==> config.mk <==
export PLATFORM = sky130hd
export DESIGN_NAME = slot_alloc
export DESIGN_NICKNAME = d
export VERILOG_FILES = /design/src/rtl/slot_alloc_pkg.sv /design/src/rtl/slot_entry_decode.sv /design/src/rtl/slot_scan_ctrl.sv /design/src/rtl/slot_alloc.sv
export SDC_FILE = /design/constraint.sdc
export NUM_CORES = 1
export LEC_CHECK = 0
export BUFFER_PORTS_ARGS = -buffer_cell sky130_fd_sc_hd__buf_2
export CORE_MARGIN = 5
export CORE_UTILIZATION = 53
export CTS_CLUSTER_DIAMETER = 40
export DETAILED_ROUTE_END_ITERATION = 6
export GPL_TIMING_DRIVEN = 0
export PLACE_DENSITY = 0.85
export REMOVE_ABC_BUFFERS = 1
export SLEW_MARGIN = 0
export SYNTH_ARGS = -nofsm -noshare
export SYNTH_HDL_FRONTEND = slang
export SYNTH_SLANG_ARGS = --single-unit
export TNS_END_PERCENT = 30
==> constraint.sdc <==
create_clock -name clk -period 4.1 [get_ports clk]
set_input_delay 1.025 -clock clk [delete_from_list [all_inputs] [get_ports clk]]
set_output_delay 1.025 -clock clk [all_outputs]
set_load 0.005 [all_outputs]
==> src/rtl/slot_alloc_pkg.sv <==
// Shared types for the slot allocator.
// Assumes: result codes double as the pass identifier during a scan.
package slot_alloc_pkg;
    localparam int MAC_W = 48;
    localparam int CTL_W = 4;

    typedef enum logic [1:0] {
        SRC_NONE  = 2'd0,
        SRC_MATCH = 2'd1,
        SRC_FREE  = 2'd2,
        SRC_EVICT = 2'd3
    } src_e;

    localparam logic [1:0] TYPE_FREE   = 2'd0;
    localparam logic [1:0] TYPE_ADDR   = 2'd1;
    localparam logic [1:0] TYPE_VADDR  = 2'd3;
    localparam logic [1:0] UC_UNTOUCH  = 2'd1;
    localparam logic [1:0] UC_TOUCHED  = 2'd3;
    localparam int         MCAST_BIT   = 40;
endpackage

==> src/rtl/slot_entry_decode.sv <==
// Decodes one table entry against the search key.
// Assumes: ctl = entry bits 63:60 (unicast type in [3:2], entry type in [1:0]),
// mac = entry bits 47:0 with bit 40 as the multicast flag. Purely combinational.
module slot_entry_decode
    import slot_alloc_pkg::*;
(
    input  logic [CTL_W-1:0] ctl,
    input  logic [MAC_W-1:0] mac,
    input  logic [MAC_W-1:0] key,
    output logic             is_match,
    output logic             is_free,
    output logic             is_evict
);
    logic [1:0] etype;
    logic [1:0] utype;
    logic       addr_kind;

    // Field split and per-pass qualification.
    always_comb begin
        etype     = ctl[1:0];
        utype     = ctl[3:2];
        addr_kind = (etype == TYPE_ADDR) || (etype == TYPE_VADDR);
        is_match  = addr_kind && (mac == key);
        is_free   = (etype == TYPE_FREE);
        is_evict  = addr_kind && !mac[MCAST_BIT] &&
                    ((utype == UC_UNTOUCH) || (utype == UC_TOUCHED));
    end

    // A free slot can never qualify for the other two passes.
    always_comb begin
        assert_free_excl_R4: assert (!(is_free && (is_match || is_evict)));
    end
endmodule

==> src/rtl/slot_scan_ctrl.sv <==
// Scan controller: walks indices 0..ENTRIES-1 once per pass, up to three
// passes (match, free, evict), stopping at the first hit.
// Assumes: hit_* reflect the entry at rd_idx in the same cycle.
module slot_scan_ctrl
    import slot_alloc_pkg::*;
#(
    parameter int ENTRIES = 16,
    localparam int IDX_W  = $clog2(ENTRIES)
) (
    input  logic             clk,
    input  logic             rst_n,
    input  logic             start,
    input  logic             hit_match,
    input  logic             hit_free,
    input  logic             hit_evict,
    output logic             busy,
    output logic             done,
    output logic             found,
    output logic [IDX_W-1:0] slot_idx,
    output src_e             slot_src,
    output logic [IDX_W-1:0] rd_idx
);
    localparam logic [IDX_W-1:0] LAST = IDX_W'(ENTRIES - 1);

    src_e             pass_q;
    logic [IDX_W-1:0] idx_q;
    logic             hit;

    // Select the qualifier of the pass in progress.
    always_comb begin
        unique case (pass_q)
            SRC_MATCH: hit = hit_match;
            SRC_FREE:  hit = hit_free;
            SRC_EVICT: hit = hit_evict;
            default:   hit = 1'b0;
        endcase
    end

    // Scan state, pass sequencing and result registers.
    always_ff @(posedge clk) begin
        if (!rst_n) begin
            busy     <= 1'b0;
            done     <= 1'b0;
            found    <= 1'b0;
            slot_idx <= '0;
            slot_src <= SRC_NONE;
            pass_q   <= SRC_NONE;
            idx_q    <= '0;
        end else begin
            done <= 1'b0;
            if (!busy) begin
                if (start) begin
                    busy   <= 1'b1;
                    pass_q <= SRC_MATCH;
                    idx_q  <= '0;
                end
            end else if (hit) begin
                busy     <= 1'b0;
                done     <= 1'b1;
                found    <= 1'b1;
                slot_idx <= idx_q;
                slot_src <= pass_q;
            end else if (idx_q == LAST) begin
                idx_q <= '0;
                if (pass_q == SRC_EVICT) begin
                    busy     <= 1'b0;
                    done     <= 1'b1;
                    found    <= 1'b0;
                    slot_idx <= '0;
                    slot_src <= SRC_NONE;
                end else begin
                    pass_q <= src_e'(pass_q + 2'd1);
                end
            end else begin
                idx_q <= idx_q + 1'b1;
            end
        end
    end

    assign rd_idx = idx_q;

    // done is a single-cycle pulse.
    assert_done_pulse_R9: assert property (@(posedge clk) disable iff (!rst_n)
        done |=> !done);

    // An accepted start opens a scan at index 0.
    assert_scan_entry_R2: assert property (@(posedge clk) disable iff (!rst_n)
        (!busy && start) |=> (busy && rd_idx == '0 && !done));

    // A failed search carries the none code.
    assert_fail_code_R6: assert property (@(posedge clk) disable iff (!rst_n)
        (done && !found) |-> (slot_src == SRC_NONE));

    // A successful search names its pass.
    assert_found_code_R3: assert property (@(posedge clk) disable iff (!rst_n)
        (done && found) |-> (slot_src != SRC_NONE));

    // Completion drops busy in the same cycle.
    assert_done_idle_R7: assert property (@(posedge clk) disable iff (!rst_n)
        done |-> !busy);
endmodule

==> src/rtl/slot_alloc.sv <==
// Top of the slot allocator: key capture, entry decode, scan control.
// Assumes: table storage answers rd_idx combinationally with entry bits
// 63:60 on rd_ctl and bits 47:0 on rd_mac.
module slot_alloc
    import slot_alloc_pkg::*;
#(
    parameter int ENTRIES = 16,
    localparam int IDX_W  = $clog2(ENTRIES)
) (
    input  logic             clk,
    input  logic             rst_n,
    input  logic             start,
    input  logic [47:0]      mac_key,
    output logic             busy,
    output logic             done,
    output logic             found,
    output logic [IDX_W-1:0] slot_idx,
    output logic [1:0]       slot_src,
    output logic [IDX_W-1:0] rd_idx,
    input  logic [3:0]       rd_ctl,
    input  logic [47:0]      rd_mac
);
    logic [MAC_W-1:0] key_q;
    logic             m_hit;
    logic             f_hit;
    logic             e_hit;
    src_e             src_w;

    // Capture the key only when a search is accepted.
    always_ff @(posedge clk) begin
        if (!rst_n)
            key_q <= '0;
        else if (start && !busy)
            key_q <= mac_key;
    end

    slot_entry_decode u_dec (
        .ctl      (rd_ctl),
        .mac      (rd_mac),
        .key      (key_q),
        .is_match (m_hit),
        .is_free  (f_hit),
        .is_evict (e_hit)
    );

    slot_scan_ctrl #(.ENTRIES(ENTRIES)) u_ctrl (
        .clk       (clk),
        .rst_n     (rst_n),
        .start     (start),
        .hit_match (m_hit),
        .hit_free  (f_hit),
        .hit_evict (e_hit),
        .busy      (busy),
        .done      (done),
        .found     (found),
        .slot_idx  (slot_idx),
        .slot_src  (src_w),
        .rd_idx    (rd_idx)
    );

    assign slot_src = src_w;

    // A start during a search leaves the captured key alone.
    assert_ignore_start_R8: assert property (@(posedge clk) disable iff (!rst_n)
        (busy && start) |=> $stable(key_q));
endmodule

==> impl_results.md <==
* Status: completed
* Core area at 5540 um^2
* DR iter-0 viols at 121
* Crit end category: flop
* Antenna Cells at 0
* Initial DRT Pass Iterations at 4
* Count of final setup violators at 0
* Final period util at 63.33%
* Largest cells by area after synthesis: dfxtp_1, nand2_1, a21oi_1
* Post-Synthesis Cells at 380
* Io pins at 116
* Syn. warnings at 0
* Max IR drop VDD at 0.2665 mV
* Tmin final at 2.596 ns
* F_max at 385.2 MHz
* RSZ-0062 raised after global routing: no
* Total gr overflow at 0
* CTS clk-pin slew, worst paths at 0.07 ns
* Flops & latches, synth at 63
* Yosys cell types at 40
* Resized Gates After CTS at 0
* Final ANT Viol Nets at 0
* Clk sinks at 63
* Final Hold Vio Count at 0
* Bufs on Longest Clock Path at 2
* Hold crit path type: flop to flop
* Commonest cells after routing, fill and taps aside: buf_2, nand2_1, dfxtp_1
* Largest net degree at the start of global routing at 43
* Leak pwr at 1.708 nW
* Die height at 85.79 um
* Site Rows at 27
* CP Data Required Time at 4.33 ns
* Synth Area per Inst at 8.011 um^2
* Vias in the first global route at 2927
* DR WL/cell at 13.78 um
* Layout Utilization at 70.01%
* Nets at 595
* Post-Route WL at 7771 um
* Area leader, netlist: dfxtp_1
* # fillers at 478
* Area grow syn2layout at 27.41%
* Post-synth top area share at 41.43%
* TritonCTS clock tree: built
* Critical path fanouts, max at 13
* Max_slew headroom at 60.22%
* Postcts setup bufs at 0
* Final clock skew at 0.006019 ns
* Hold Buf Count CTS at 0
* I/O Buffers at 114
* Final Cell Area at 3879 um^2
* Initial Utilization at 54.95%
* Tightest Pin Transition at 0.5967 ns
* DRC errors left at 0
* GPL Wtd Cong at 0.7847
* Max Cap Viol at 0
* CTS buffer count at 9
* Clock latency on the worst-skew pair at 0.34 ns
* Synthesized cell area at 3044 um^2
* Root buffer cell: clkbuf_8
* Placed cell areas at 3702 um^2
* DPL Wire Length at 5739 um
* Tot GR Track Use at 21.57%
* Die area at 7359 um^2
* Worst Setup Path Type: input port to flop
* Seq/Total Area, Yosys at 41.43%
* CTS H-tree depth at 3
* Crit start category: input port
* Final Slew Violations at 0
* Antenna violations before repair at 0
* Commonest non-fill, non-tap cell in the layout: buf_2
* Chip width at 85.79 um
* Post-DR vias/cell at 5.223
* CP arrival at 2.83 ns
* Cell Pwr Density at 352.5 nW/um^2
* First-pass GRT wire length at 12700 um
* Share of post-route cells with drive strength above 1 at 29.07%
* Detailed-route via count at 2946
## worst max-delay path: stages
cell	delay, ns
buf_2	0.11
xnor2_1	0.15
nand4_1	0.13
nor4_1	0.36
nand4_1	0.28
o22a_2	0.39
and3_1	0.22
o21a_1	0.16
## cells in the mapped netlist, drive strengths merged
cell / count
a2111o: 3
a21boi: 1
a21oi: 54
a221oi: 1
a31oi: 1
and2: 3
and2b: 1
and3: 4
and4b: 1
buf: 5
clkbuf: 16
clkinv: 1
dfxtp: 63
ha: 5
inv: 10
mux2i: 3
nand2: 103
nand2b: 7
nand3: 8
nand4: 6
nor2: 13
nor2b: 9
nor3: 1
nor4: 7
o2111ai: 2
o21a: 4
o21ai: 1
o221ai: 4
o22a: 1
o2bb2ai: 1
o32ai: 1
or2: 1
or3b: 1
or4: 1
xnor2: 24
xor2: 13
## stage by stage
stage               cells  hold slack, ns  setup TNS [ns]  power, mW  setup slack [ns]
floorplan             359          0.4363               0     0.7968            0.8686
global placement      545          0.4401          -1.489     0.8782           -0.3051
detailed placement    548          0.4517               0     0.8966             1.122
CTS                   564          0.4613               0      1.376             1.480
global route          564          0.4828               0      1.436             1.392
finish                564          0.4565               0      1.367             1.504
## cells by family after synthesis
kind of cell | share of synthesized area (%)
flip-flops | 41.43
multiplexers | 0.9865
adder cells (fa/ha/maj) | 2.055
XOR/XNOR | 10.65
buffers and inverters | 4.233
AND/OR/NAND/NOR | 24.91
AO/OA/AOI/OAI | 15.74
## where the power goes
part | switching (mW) | internal [mW] | total, mW
Sequential | 0.0252 | 0.645 | 0.670
Clock | 0.232 | 0.251 | 0.483
Combinational | 0.109 | 0.106 | 0.214
## layer usage
metal,global-route usage [%],vias to the layer above,routed length [um]
li1,-,1488,-
met2,37.43,103,3909
met1,23.93,1337,3051
met5,0,-,0
met4,8.058,0,145
met3,8.165,18,665
## registers in the layout (all words and copies together), names as in the netlist
register         count
u_ctrl.slot_idx      4
u_ctrl.done          1
u_ctrl.slot_src      2
key_q               48
u_ctrl.busy          1
u_ctrl.found         1
u_ctrl.rd_idx        4
u_ctrl.pass_q        2
## worst paths after layout
kind	from	end	slack (ns)	depth (start not counted)
min reg2reg	u_ctrl.found	u_ctrl.found	0.46	2
max reg2reg	key_q[24]	u_ctrl.slot_src[0]	1.95	7
max	rd_mac[7]	u_ctrl.slot_src[0]	1.50	8
min	u_ctrl.found	u_ctrl.found	0.46	2
## cell type report
type	count	area (um^2)	share of cell area, %
Clock buffer	13	158.9	4.097
Sequential cell	63	1261	32.52
Tap cell	72	90.09	2.323
Inverter	11	41.29	1.065
Multi-Input combinational cell	285	1664	42.90
Timing Repair Buffer	117	645.6	16.65
Clock inverter	3	17.52	0.4516
(Power assumes the default switching activity.)
